**src/rtl/asr_pkg.sv**
```systemverilog
package asr_pkg;

  typedef enum logic [1:0] {
    ST_IDLE  = 2'd0,
    ST_WAIT  = 2'd1,
    ST_ACK   = 2'd2,
    ST_RECOV = 2'd3
  } asr_state_e;

  localparam logic [1:0] SIZ_LONG   = 2'b00;
  localparam logic [1:0] SIZ_BYTE   = 2'b01;
  localparam logic [1:0] SIZ_WORD   = 2'b10;
  localparam logic [1:0] SIZ_TRIPLE = 2'b11;

  localparam logic [1:0] ACK_IDLE = 2'b11;

  // number of bytes requested by a size code
  function automatic logic [2:0] size_bytes(input logic [1:0] siz);
    logic [2:0] n;
    case (siz)
      SIZ_BYTE:   n = 3'd1;
      SIZ_WORD:   n = 3'd2;
      SIZ_TRIPLE: n = 3'd3;
      default:    n = 3'd4;
    endcase
    return n;
  endfunction

  // acknowledge pattern that reports the port width
  function automatic logic [1:0] ack_code(input int port_w);
    logic [1:0] c;
    case (port_w)
      32:      c = 2'b00;
      16:      c = 2'b01;
      default: c = 2'b10;
    endcase
    return c;
  endfunction

  // lanes that exist on a port of the given width
  function automatic logic [3:0] port_lanes(input int port_w);
    logic [3:0] m;
    case (port_w)
      32:      m = 4'b1111;
      16:      m = 4'b0011;
      default: m = 4'b0001;
    endcase
    return m;
  endfunction

endpackage

```
**src/rtl/asr_sync.sv**
```systemverilog
module asr_sync #(
  parameter int   W       = 4,
  parameter int   STAGES  = 2,
  parameter logic RST_VAL = 1'b1
) (
  input  logic         clk,
  input  logic         rst_n,
  input  logic [W-1:0] d,
  output logic [W-1:0] q
);

  logic [STAGES-1:0][W-1:0] chain_q;

  always_ff @(posedge clk or negedge rst_n) begin
    if (!rst_n) begin
      chain_q <= {STAGES{{W{RST_VAL}}}};
    end else begin
      chain_q <= {chain_q[STAGES-2:0], d};
    end
  end

  assign q = chain_q[STAGES-1];

endmodule

```
**src/rtl/asr_lane_dec.sv**
```systemverilog
module asr_lane_dec
  import asr_pkg::*;
#(
  parameter int PORT_W = 32
) (
  input  logic [1:0] addr_lo,
  input  logic [1:0] siz,
  output logic [3:0] lane_en,
  output logic [1:0] grp_base
);

  localparam int         PB     = PORT_W / 8;
  localparam logic [1:0] IN_GRP = 2'(PB - 1);

  logic [2:0] first_lane;
  logic [2:0] n_bytes;
  logic [2:0] end_lane;

  assign grp_base   = addr_lo & ~IN_GRP;
  assign first_lane = {1'b0, addr_lo & IN_GRP};
  assign n_bytes    = size_bytes(siz);
  assign end_lane   = first_lane + n_bytes;

  genvar k;
  generate
    for (k = 0; k < 4; k++) begin : g_lane
      if (k < PB) begin : g_present
        assign lane_en[k] = (3'(k) >= first_lane) && (3'(k) < end_lane);
      end else begin : g_absent
        assign lane_en[k] = 1'b0;
      end
    end
  endgenerate

endmodule

```
**src/rtl/asr_regfile.sv**
```systemverilog
module asr_regfile #(
  parameter int NWORDS = 8,
  parameter int IDXW   = 3
) (
  input  logic            clk,
  input  logic            rst_n,
  input  logic            wr_en,
  input  logic [IDXW-1:0] wr_idx,
  input  logic [3:0]      wr_be,
  input  logic [31:0]     wr_data,
  input  logic [IDXW-1:0] rd_idx,
  output logic [31:0]     rd_data
);

  logic [NWORDS-1:0][31:0] words;

  genvar w;
  generate
    for (w = 0; w < NWORDS; w++) begin : g_word
      logic        word_we;
      logic [31:0] word_q;

      assign word_we = wr_en && (wr_idx == IDXW'(w));

      always_ff @(posedge clk or negedge rst_n) begin
        if (!rst_n) begin
          word_q <= '0;
        end else if (word_we) begin
          for (int b = 0; b < 4; b++) begin
            if (wr_be[b]) begin
              word_q[31-8*b -: 8] <= wr_data[31-8*b -: 8];
            end
          end
        end
      end

      assign words[w] = word_q;
    end
  endgenerate

  assign rd_data = words[rd_idx];

endmodule

```
**src/rtl/asr_ctrl.sv**
```systemverilog
module asr_ctrl
  import asr_pkg::*;
#(
  parameter int DLY_W = 4
) (
  input  logic             clk,
  input  logic             rst_n,
  input  logic             start,
  input  logic             rel,
  input  logic             bus_idle,
  input  logic [DLY_W-1:0] dly,
  output logic             load,
  output logic             ack_go,
  output logic             ack_drop
);

  asr_state_e       state_q, state_d;
  logic [DLY_W-1:0] cnt_q, cnt_d;
  logic             cnt_en;

  always_comb begin
    state_d  = state_q;
    cnt_d    = cnt_q;
    cnt_en   = 1'b0;
    load     = 1'b0;
    ack_go   = 1'b0;
    ack_drop = 1'b0;
    case (state_q)
      ST_IDLE: begin
        if (start) begin
          state_d = ST_WAIT;
          cnt_d   = dly;
          cnt_en  = 1'b1;
          load    = 1'b1;
        end
      end
      ST_WAIT: begin
        if (rel) begin
          state_d = ST_RECOV;
        end else if (cnt_q == '0) begin
          state_d = ST_ACK;
          ack_go  = 1'b1;
        end else begin
          cnt_d  = cnt_q - 1'b1;
          cnt_en = 1'b1;
        end
      end
      ST_ACK: begin
        if (rel) begin
          state_d  = ST_RECOV;
          ack_drop = 1'b1;
        end
      end
      ST_RECOV: begin
        if (bus_idle) begin
          state_d = ST_IDLE;
        end
      end
      default: state_d = ST_IDLE;
    endcase
  end

  always_ff @(posedge clk or negedge rst_n) begin
    if (!rst_n) begin
      state_q <= ST_IDLE;
    end else begin
      state_q <= state_d;
    end
  end

  always_ff @(posedge clk or negedge rst_n) begin
    if (!rst_n) begin
      cnt_q <= '0;
    end else if (cnt_en) begin
      cnt_q <= cnt_d;
    end
  end

endmodule

```
**src/rtl/async_slave_resp.sv**
```systemverilog
module async_slave_resp
  import asr_pkg::*;
#(
  parameter int            PORT_W      = 32,
  parameter int            AW          = 16,
  parameter int            NWORDS      = 8,
  parameter int            DLY_W       = 4,
  parameter int            SYNC_STAGES = 2,
  parameter logic [AW-1:0] BASE_ADDR   = 16'h4000
) (
  input  logic             clk,
  input  logic             rst_n,
  input  logic [DLY_W-1:0] resp_delay,
  input  logic             as_n,
  input  logic             ds_n,
  input  logic             oe_n,
  input  logic             we_n,
  input  logic             rd_wr,
  input  logic [1:0]       siz,
  input  logic [AW-1:0]    addr,
  input  logic [31:0]      data_in,
  output logic [31:0]      data_out,
  output logic [3:0]       lane_oe,
  output logic [1:0]       dack_n
);

  localparam int         IDXW   = (NWORDS > 1) ? $clog2(NWORDS) : 1;
  localparam int         TAGLSB = IDXW + 2;
  localparam logic [1:0] ACK_ON = ack_code(PORT_W);

  // reset: asserted asynchronously, released on a clock edge
  logic [1:0] rst_pipe_q;
  logic       irst_n;

  always_ff @(posedge clk or negedge rst_n) begin
    if (!rst_n) begin
      rst_pipe_q <= 2'b00;
    end else begin
      rst_pipe_q <= {rst_pipe_q[0], 1'b1};
    end
  end
  assign irst_n = rst_pipe_q[1];

  // strobe synchronizer
  logic [3:0] strb_s;
  logic       as_on, ds_on, oe_on, we_on;

  asr_sync #(
    .W       (4),
    .STAGES  (SYNC_STAGES),
    .RST_VAL (1'b1)
  ) u_sync (
    .clk   (clk),
    .rst_n (irst_n),
    .d     ({we_n, oe_n, ds_n, as_n}),
    .q     (strb_s)
  );

  assign as_on = ~strb_s[0];
  assign ds_on = ~strb_s[1];
  assign oe_on = ~strb_s[2];
  assign we_on = ~strb_s[3];

  // address window and lane decode
  logic            hit;
  logic [3:0]      lane_raw;
  logic [1:0]      grp_raw;
  logic [IDXW-1:0] idx_raw;

  assign hit     = (addr[AW-1:TAGLSB] == BASE_ADDR[AW-1:TAGLSB]);
  assign idx_raw = addr[TAGLSB-1:2];

  asr_lane_dec #(
    .PORT_W (PORT_W)
  ) u_lane (
    .addr_lo  (addr[1:0]),
    .siz      (siz),
    .lane_en  (lane_raw),
    .grp_base (grp_raw)
  );

  // cycle captured at start
  logic            rd_q;
  logic [3:0]      lane_q;
  logic [1:0]      grp_q;
  logic [IDXW-1:0] idx_q;
  logic            start, rel, bus_idle;
  logic            load, ack_go, ack_drop;

  assign start    = as_on & ds_on & hit & (rd_wr ? oe_on : we_on);
  assign rel      = ~as_on | ~ds_on | ~(rd_q ? oe_on : we_on);
  assign bus_idle = ~as_on & ~ds_on;

  always_ff @(posedge clk or negedge irst_n) begin
    if (!irst_n) begin
      rd_q   <= 1'b1;
      lane_q <= '0;
      grp_q  <= '0;
      idx_q  <= '0;
    end else if (load) begin
      rd_q   <= rd_wr;
      lane_q <= lane_raw;
      grp_q  <= grp_raw;
      idx_q  <= idx_raw;
    end
  end

  asr_ctrl #(
    .DLY_W (DLY_W)
  ) u_ctrl (
    .clk      (clk),
    .rst_n    (irst_n),
    .start    (start),
    .rel      (rel),
    .bus_idle (bus_idle),
    .dly      (resp_delay),
    .load     (load),
    .ack_go   (ack_go),
    .ack_drop (ack_drop)
  );

  // storage with lane-to-byte steering
  logic [31:0] rd_word;
  logic [3:0]  wr_be;
  logic [31:0] wr_word;
  logic [31:0] rd_lanes;
  logic [31:0] lane_bits;

  assign wr_be    = lane_q << grp_q;
  assign wr_word  = data_in >> (8 * grp_q);
  assign rd_lanes = rd_word << (8 * grp_q);

  asr_regfile #(
    .NWORDS (NWORDS),
    .IDXW   (IDXW)
  ) u_rf (
    .clk     (clk),
    .rst_n   (irst_n),
    .wr_en   (ack_go & ~rd_q),
    .wr_idx  (idx_q),
    .wr_be   (wr_be),
    .wr_data (wr_word),
    .rd_idx  (idx_q),
    .rd_data (rd_word)
  );

  genvar k;
  generate
    for (k = 0; k < 4; k++) begin : g_lbits
      assign lane_bits[31-8*k -: 8] = {8{lane_q[k]}};
    end
  endgenerate

  // registered bus outputs
  logic [1:0]  dack_q, dack_d;
  logic [3:0]  loe_q, loe_d;
  logic [31:0] dout_q, dout_d;
  logic        out_en;

  always_comb begin
    out_en = ack_go | ack_drop;
    dack_d = ACK_IDLE;
    loe_d  = '0;
    dout_d = '0;
    if (ack_go) begin
      dack_d = ACK_ON;
      if (rd_q) begin
        loe_d  = lane_q;
        dout_d = rd_lanes & lane_bits;
      end
    end
  end

  always_ff @(posedge clk or negedge irst_n) begin
    if (!irst_n) begin
      dack_q <= ACK_IDLE;
      loe_q  <= '0;
      dout_q <= '0;
    end else if (out_en) begin
      dack_q <= dack_d;
      loe_q  <= loe_d;
      dout_q <= dout_d;
    end
  end

  assign dack_n   = dack_q;
  assign lane_oe  = loe_q;
  assign data_out = dout_q;

endmodule

```
**config.mk**
```make
export PLATFORM = sky130hd
export DESIGN_NAME = async_slave_resp
export DESIGN_NICKNAME = d
export VERILOG_FILES = /design/src/rtl/asr_pkg.sv /design/src/rtl/asr_sync.sv /design/src/rtl/asr_lane_dec.sv /design/src/rtl/asr_regfile.sv /design/src/rtl/asr_ctrl.sv /design/src/rtl/async_slave_resp.sv
export SDC_FILE = /design/constraint.sdc
export NUM_CORES = 1
export LEC_CHECK = 0
export BUFFER_PORTS_ARGS = -buffer_cell sky130_fd_sc_hd__buf_2
export CORE_UTILIZATION = 55
export DETAILED_ROUTE_END_ITERATION = 6
export PLACE_DENSITY = 0.76
export SLEW_MARGIN = 30
export SYNTH_ARGS = -nofsm -noshare
export SYNTH_HDL_FRONTEND = slang
export SYNTH_HIERARCHICAL = 1
export SYNTH_SLANG_ARGS = --single-unit
```
**constraint.sdc**
```tcl
create_clock -name clk -period 9 [get_ports clk]
set_input_delay 0.45 -clock clk [delete_from_list [all_inputs] [get_ports clk]]
set_output_delay 0.45 -clock clk [all_outputs]
set_load 0.02 [all_outputs]
```
* Word level (Yosys, flattened, before mapping)
Cells that the tools add are included.
** Storage, ports and cells
- Register bits after elaboration :: 318
- Input port bits :: 61
- Logic and storage cells :: 169
** Operators by class
- Add/sub/neg operators :: 2
- Equality and inequality tests :: 20
- Magnitude comparators :: 9
- Bitwise operators :: 15
- Reduce and logical (&&, ||, !) cells :: 50
- Mux-type cells :: 30
** Operator list (count)
- binary-select mux 32 bit (select 3 bit) :: 1
- 2-to-1 mux 32 bit :: 3
- AND reduction 2 bit :: 32
- bitwise AND 32 bit :: 1
- 2-to-1 mux 4 bit :: 5
- equality test 3 bit, second input constant :: 4
- logical AND 1 bit :: 12
- 2-to-1 mux 2 bit :: 6
- equality test 11 x 10 -> 1 bit, second input constant :: 1
- 2-to-1 mux 1 bit :: 11
- inequality test 2 bit, second input constant :: 5
- case mux 3 bit (3 select lines) :: 1
- equality test 2 bit, second input constant :: 4
- case mux 2 bit (4 select lines) :: 1
- case mux 4 bit (2 select lines) :: 1
- equality test 3 x 2 -> 1 bit, second input constant :: 2
- < comparator 1 x 3 -> 1 bit, first input constant :: 2
- < comparator 2 x 3 -> 1 bit, first input constant :: 2
- inverter 1 bit :: 6
- bitwise AND 1 bit :: 5
- AND reduction 5 bit :: 1
- equality test 2 x 1 -> 1 bit, second input constant :: 2
- greater-or-equal comparator 1 x 2 -> 1 bit, first input constant :: 2
- greater-or-equal comparator 2 bit, first input constant :: 2
- 12 further kinds :: 14

* Longest topological paths before layout
- Depth in word-level cells :: 9
- Depth in mapped cells :: 10
- Depth with buffers taken out :: 8

* By module
The synthesis kept the hierarchy.
** Modules (own cells, without submodules)
- asr_regfile :: area each 11617.4 um2, instances 1, seq. area each 6406.1 um2, cells each 674
- async_slave_resp :: area each 2895.3 um2, instances 1, seq. area each 1228.7 um2, cells each 287
- asr_ctrl :: area each 500.5 um2, instances 1, seq. area each 150.1 um2, cells each 55
- asr_sync :: area each 240.2 um2, instances 1, seq. area each 210.2 um2, cells each 12
- asr_lane_dec :: area each 107.6 um2, instances 1, seq. area each 0.0 um2, cells each 14

* Worst setup path after synthesis
No wires, ideal clock.
- Path kind :: reg-to-reg
- From :: register u_ctrl.cnt_q[0]
- To :: register u_rf.g_word[6].word_q[10]
- Required time :: 8.875 ns
- Slack :: 6.174 ns
- Period minus slack after synthesis :: 2.826 ns
- Arrival time :: 2.702 ns
- Stages on the path, launching flop included :: 11
- Cells stage by stage :: dfrtp_1 inv_1 ha_1 or3b_2 nor3b_1 buf_2 nor2b_1 buf_2 nand3b_1 nor2_2 mux2_2
** Between the ends
- Cells in the longest elaborated chain, start to end :: 7
** Ends and longest elaborated chain
- start: declaration :: line asr_ctrl.sv:18 : logic [DLY_W-1:0] cnt_q, cnt_d;
- start signal: assignment :: line asr_ctrl.sv:75 : cnt_q <= cnt_d;
- zero test 4 bit :: line asr_ctrl.sv:40 : end else if (cnt_q == '0) begin
- 2-to-1 mux 1 bit :: line asr_ctrl.sv:40
- 2-to-1 mux 1 bit :: line asr_ctrl.sv:38 : if (rel) begin
- 2-to-1 mux 1 bit :: line asr_ctrl.sv:28 : case (state_q)
- via ack_go :: line async_slave_resp.sv:88 : logic load, ack_go, ack_drop;
- bitwise AND 1 bit :: line async_slave_resp.sv:139 : .wr_en (ack_go & ~rd_q),
- logical AND 1 bit :: line asr_regfile.sv:23 : assign word_we = wr_en && (wr_idx == IDXW'(w));
- AND reduction 2 bit (no source line)
- end signal: indexed assignment :: line asr_regfile.sv:31 : word_q[31-8*b -: 8] <= wr_data[31-8*b -: 8];
- end: declaration :: line asr_regfile.sv:21 : logic [31:0] word_q;
The timed path passes the listed nets, and every way through them passes these cells.
A chain may end at the register's enable or synchronous reset.

* Final worst setup path
- From :: register u_ctrl.cnt_q[0]
- To :: register u_rf.g_word[7].word_q[11]
** Between the ends
- Cells in the longest elaborated chain, start to end :: 7
** Ends and longest elaborated chain (line)
- zero test 4 bit :: asr_ctrl.sv:40
- 2-to-1 mux 1 bit :: asr_ctrl.sv:40
- 2-to-1 mux 1 bit :: asr_ctrl.sv:38
- 2-to-1 mux 1 bit :: asr_ctrl.sv:28
- via ack_go :: async_slave_resp.sv:88
- bitwise AND 1 bit :: async_slave_resp.sv:139
- logical AND 1 bit :: asr_regfile.sv:23
- AND reduction 2 bit (no source line)
- end signal: indexed assignment :: asr_regfile.sv:31
- end: declaration :: asr_regfile.sv:21
The timed path passes the listed nets, and every way through them passes these cells.

==> impl_metrics.py <==
metrics = {
    "floorplan": {
        "die_y_um": 169,
        "initial_core_util": 0.565,
        "placementRows": 60,
        "die_width_um": 169,
        "placeableCoreArea_mm2": 0.0272,
        "die-area_mm2": 0.0286,
        "ios": 99,
    },
    "placement": {
        "detailed_placement_wirelength_estimate_um": 23800,
        "finalWeightedCongestion": 0.834,
        "buffer_ports.inserted": 98,
        "placed_cells_incl_taps": 1470,
        "placement.setup.worst_slack_ns": 5.02,
    },
    "global_routing": {
        "grt_first_pass_wirelength_um": 56200,
        "number_of_global_route_vias_before_repair": 9495,
        "grt_overflow_total": 0,
        "grt_max_degree": 76,
        "antenna_found_initial": 0,
        "grtUsageTotal": 0.259,
    },
    "worst_setup_path": {
        "r2r_setup_slack_ns": 4.95,
        "timing.rr.end": "u_rf/g_word[7].word_q[11]$_DFFE_PN0P_",
        "worstSetupPathType": "reg2reg",
        "reg2reg_start": "u_ctrl/cnt_q[0]$_DFFE_PN0P_",
        "timing.critical_path.fanout_max": 11,
        "critPathArrivalTime_ns": 4.43,
        "startpoint_type": "register",
        "rr_worst_depth": 8,
        "timing.critical_path.to_type": "register",
        "worst-endpoint-required_ns": 9.39,
    },
    "worst_hold_path": {
        "hold_depth": 1,
        "hold_path.class": "in2reg",
        "worstHoldStart": "oe_n",
        "worstHoldEndpoint": "u_sync/chain_q[2]$_DFF_PN1_",
    },
    "yosys": {
        "yosysWarnings": 6,
        "synthArstFlopShare": 1.00,
        "syn-mean-instance-area_um2": 14.7,
        "ys_dominant_reg_cell": "sky130_fd_sc_hd__dfrtp_1",
        "synth_simple_gate_area_share": 0.0600,
        "synth_cells": 1042,
        "synth_area_mm2": 0.0154,
        "multiplexer_share_of_the_synthesized_area": 0.344,
        "synth_edf_count": 0,
        "share_of_synthesized_cell_area_in_full_adder_half_adder_and_majority_cells": 0.00619,
        "dominant_combinational_cell_family_by_area_after_synthesis": "multiplexers",
        "synth-seq-area-share": 0.520,
        "seq_cells_post_synth": 319,
        "synth_xor_xnor_area_share": 0,
        "ys_types": 57,
        "synth-compound-area-share": 0.0424,
    },
    "layout": {
        "drive_gt1_frac": 0.478,
        "area_delta_synth_final_pct": 12.6,
        "multi_input_area_mm2": 0.00697,
        "antenna_cells_inserted": 0,
        "most_frequent_standard_cell_in_the_layout_excluding_fill_and_tap_cells": "sky130_fd_sc_hd__dfrtp_1",
        "final_cell_count_no_fill": 1532,
        "fillCellCount": 2034,
        "mostFrequentLayoutCells": "304 x sky130_fd_sc_hd__dfrtp_1, 297 x sky130_fd_sc_hd__mux2_2, 98 x sky130_fd_sc_hd__buf_2, 37 x sky130_fd_sc_hd__mux2i_1, 37 x sky130_fd_sc_hd__clkbuf_16",
        "final-seq-area_mm2": 0.00801,
        "layout.nets": 1204,
    },
    "timing": {
        "max_freq_ghz": 0.247,
        "finClkSkew_ns": 0.0134,
        "finalHoldViolCount": 0,
        "setup_viol": 0,
        "rsz_0062_raised_after_global_routing": "no",
        "timing.final.crit_period_ns": 4.05,
        "setup-tns-final_ns": 0,
        "slew_violations": 0,
        "max_slew_margin": 0.292,
        "worst_slack_ns": 4.95,
        "worstMarginPinSlew_ns": 1.05,
        "final.period_utilization": 0.449,
    },
    "clock_tree": {
        "number_of_cts_inserted_buffers": 35,
        "cts_tree": "built",
        "cts_post_setup_buffers_inserted": 0,
        "worst_skew_pair.late_latency_ns": 0.51,
        "root_buffer": "sky130_fd_sc_hd__clkbuf_16",
        "htree_num_levels": 2,
        "clk_transition_reported_paths_ns": 0.06,
        "clock-sinks": 319,
        "clock_tree.buffer_depth": 3,
    },
    "routing": {
        "drt-total-wl_um": 35600,
        "drt_pre_antenna_iters": 7,
        "via_per_inst": 6.16,
        "postRouteAntennaNets": 0,
        "detailroute.via_count": 9436,
        "wl_per_cell_um": 23.3,
        "drt-initial-drc-count": 712,
        "detail_route.drc_violations": 0,
    },
    "power_and_ir_drop": {
        "power.density_cell_area_mw_per_mm2": 183,
        "ir_drop_uv": 135,
        "static-leakage-power_nw": 8.34,
    },
    "status": {
        "outcome": "completed",
    },
    "job": {
        "timing.max_cap.violations": 0,
    },
}
==> cell families (layout without fill, tap and decap cells) <==
kind of cell	count (synthesis)	count (layout)
buffers and inverters	68	185
and+or+nand+nor	154	154
adders and majority gates	7	7
muxes	400	400
AOI/OAI and AO/OA	92	92
other	2	3
DFF	319	319
==> worst max-delay path: stages (launching register included) <==
cell and delay (ns):
sky130_fd_sc_hd__dfrtp_1 0.40, sky130_fd_sc_hd__inv_1 0.08, sky130_fd_sc_hd__ha_1 0.19, sky130_fd_sc_hd__or3b_2 0.49, sky130_fd_sc_hd__nor3b_2 0.69, sky130_fd_sc_hd__nor2b_1 0.70, sky130_fd_sc_hd__nand3_1 0.37, sky130_fd_sc_hd__nor2_2 0.60
sky130_fd_sc_hd__mux2_2 0.40
==> metrics by stage <==
| stage | utilization | area [µm²] | total power, mW | hold slack [ns] |
|---|---|---|---|---|
| floorplan | - | 15400 | 1.66 | 0.154 |
| global placement | 0.591 | 16100 | 1.72 | 0.234 |
| detailed placement | 0.592 | 16100 | 1.73 | 0.236 |
| CTS | 0.636 | 17300 | 3.19 | 0.0329 |
| global route | 0.637 | 17300 | 3.28 | 0.0297 |
| finish | 0.637 | 17300 | 3.16 | 0.0456 |
==> what timing repair did <==
action                    4_1_cts  5_1_grt
hold buffers                    1        0
hold endpoints to repair        2        0
gates resized for setup         0        0
==> synthesized netlist by cell type, types with 2 or more instances <==
cell,count,share of area
sky130_fd_sc_hd__a32o_1,11,0.0072
sky130_fd_sc_hd__mux4_2,36,0.053
sky130_fd_sc_hd__mux2_2,297,0.22
sky130_fd_sc_hd__nand3_1,8,0.0026
sky130_fd_sc_hd__o21ai_0,29,0.0094
sky130_fd_sc_hd__a21oi_1,10,0.0033
sky130_fd_sc_hd__and3_1,2,0.00081
sky130_fd_sc_hd__buf_4,11,0.0054
sky130_fd_sc_hd__nand4b_1,2,0.0011
sky130_fd_sc_hd__a211o_1,8,0.0046
sky130_fd_sc_hd__and2_1,12,0.0049
sky130_fd_sc_hd__nand3b_1,5,0.0024
sky130_fd_sc_hd__buf_1,8,0.0020
sky130_fd_sc_hd__or3_1,2,0.00081
sky130_fd_sc_hd__nor2_2,33,0.013
sky130_fd_sc_hd__buf_2,18,0.0059
sky130_fd_sc_hd__nor3b_1,3,0.0015
sky130_fd_sc_hd__dfrtp_1,309,0.50
sky130_fd_sc_hd__clkbuf_1,5,0.0012
sky130_fd_sc_hd__dfstp_2,10,0.017
sky130_fd_sc_hd__a22o_1,8,0.0046
sky130_fd_sc_hd__conb_1,2,0.00049
sky130_fd_sc_hd__and2b_1,3,0.0015
sky130_fd_sc_hd__nand2_1,31,0.0076
sky130_fd_sc_hd__ha_1,6,0.0049
sky130_fd_sc_hd__a31oi_1,3,0.0012
sky130_fd_sc_hd__mux2i_1,37,0.024
sky130_fd_sc_hd__o221ai_1,8,0.0046
sky130_fd_sc_hd__nor4_1,3,0.0012
sky130_fd_sc_hd__a211oi_1,10,0.0049
sky130_fd_sc_hd__nor2b_1,21,0.0086
sky130_fd_sc_hd__nor2_1,16,0.0039
sky130_fd_sc_hd__mux4_1,28,0.048
sky130_fd_sc_hd__buf_6,10,0.0073
sky130_fd_sc_hd__nand2b_1,2,0.00081
sky130_fd_sc_hd__inv_1,14,0.0034
==> how the worst max path moves through the flow <==
stage                                     start                                    end  depth (start not counted)
floorplan               rst_pipe_q[1]$_DFF_PN0_                data_out[0]$_DFFE_PN0P_                          0
global route        u_ctrl/cnt_q[0]$_DFFE_PN0P_  u_rf/g_word[7].word_q[26]$_DFFE_PN0P_                          8
finish              u_ctrl/cnt_q[0]$_DFFE_PN0P_  u_rf/g_word[7].word_q[11]$_DFFE_PN0P_                          8
detailed placement  u_ctrl/cnt_q[0]$_DFFE_PN0P_  u_rf/g_word[7].word_q[24]$_DFFE_PN0P_                          8
CTS                 u_ctrl/cnt_q[0]$_DFFE_PN0P_  u_rf/g_word[7].word_q[26]$_DFFE_PN0P_                          8
global placement    u_ctrl/cnt_q[0]$_DFFE_PN0P_  u_rf/g_word[7].word_q[10]$_DFFE_PN0P_                          8
==> layer usage <==
layer	GRT usage	wire length [µm]
met5	0	0
met4	0.0642	548
met3	0.0388	1980
met2	0.397	16600
met1	0.390	16500
==> report_power, final <==
group          switching (mW)  internal [mW]
Sequential             0.0199           1.45
Clock                   0.552          0.909
Combinational           0.145         0.0845
==> area by class of cell <==
class	instances	share of cell area
clock buffer	53	0.0622
clock inverter	8	0.00694
inverter	14	0.00304
multi-input combinational	656	0.403
sequential	319	0.463
tap	372	0.0269
timing repair buffer	110	0.0351
==> flip-flops by register name, summed over array words and instances (netlist names) <==
name,cells
u_sync/chain_q,4
u_rf/g_word.word_q,256
data_out,32
grp_q,2
lane_oe,4
dack_n,1
rst_pipe_q,2
lane_q,4
u_ctrl/cnt_q,4
idx_q,3
u_sync/q,4
rd_q,1
u_ctrl/state_q,2
(Power assumes the default switching activity.)
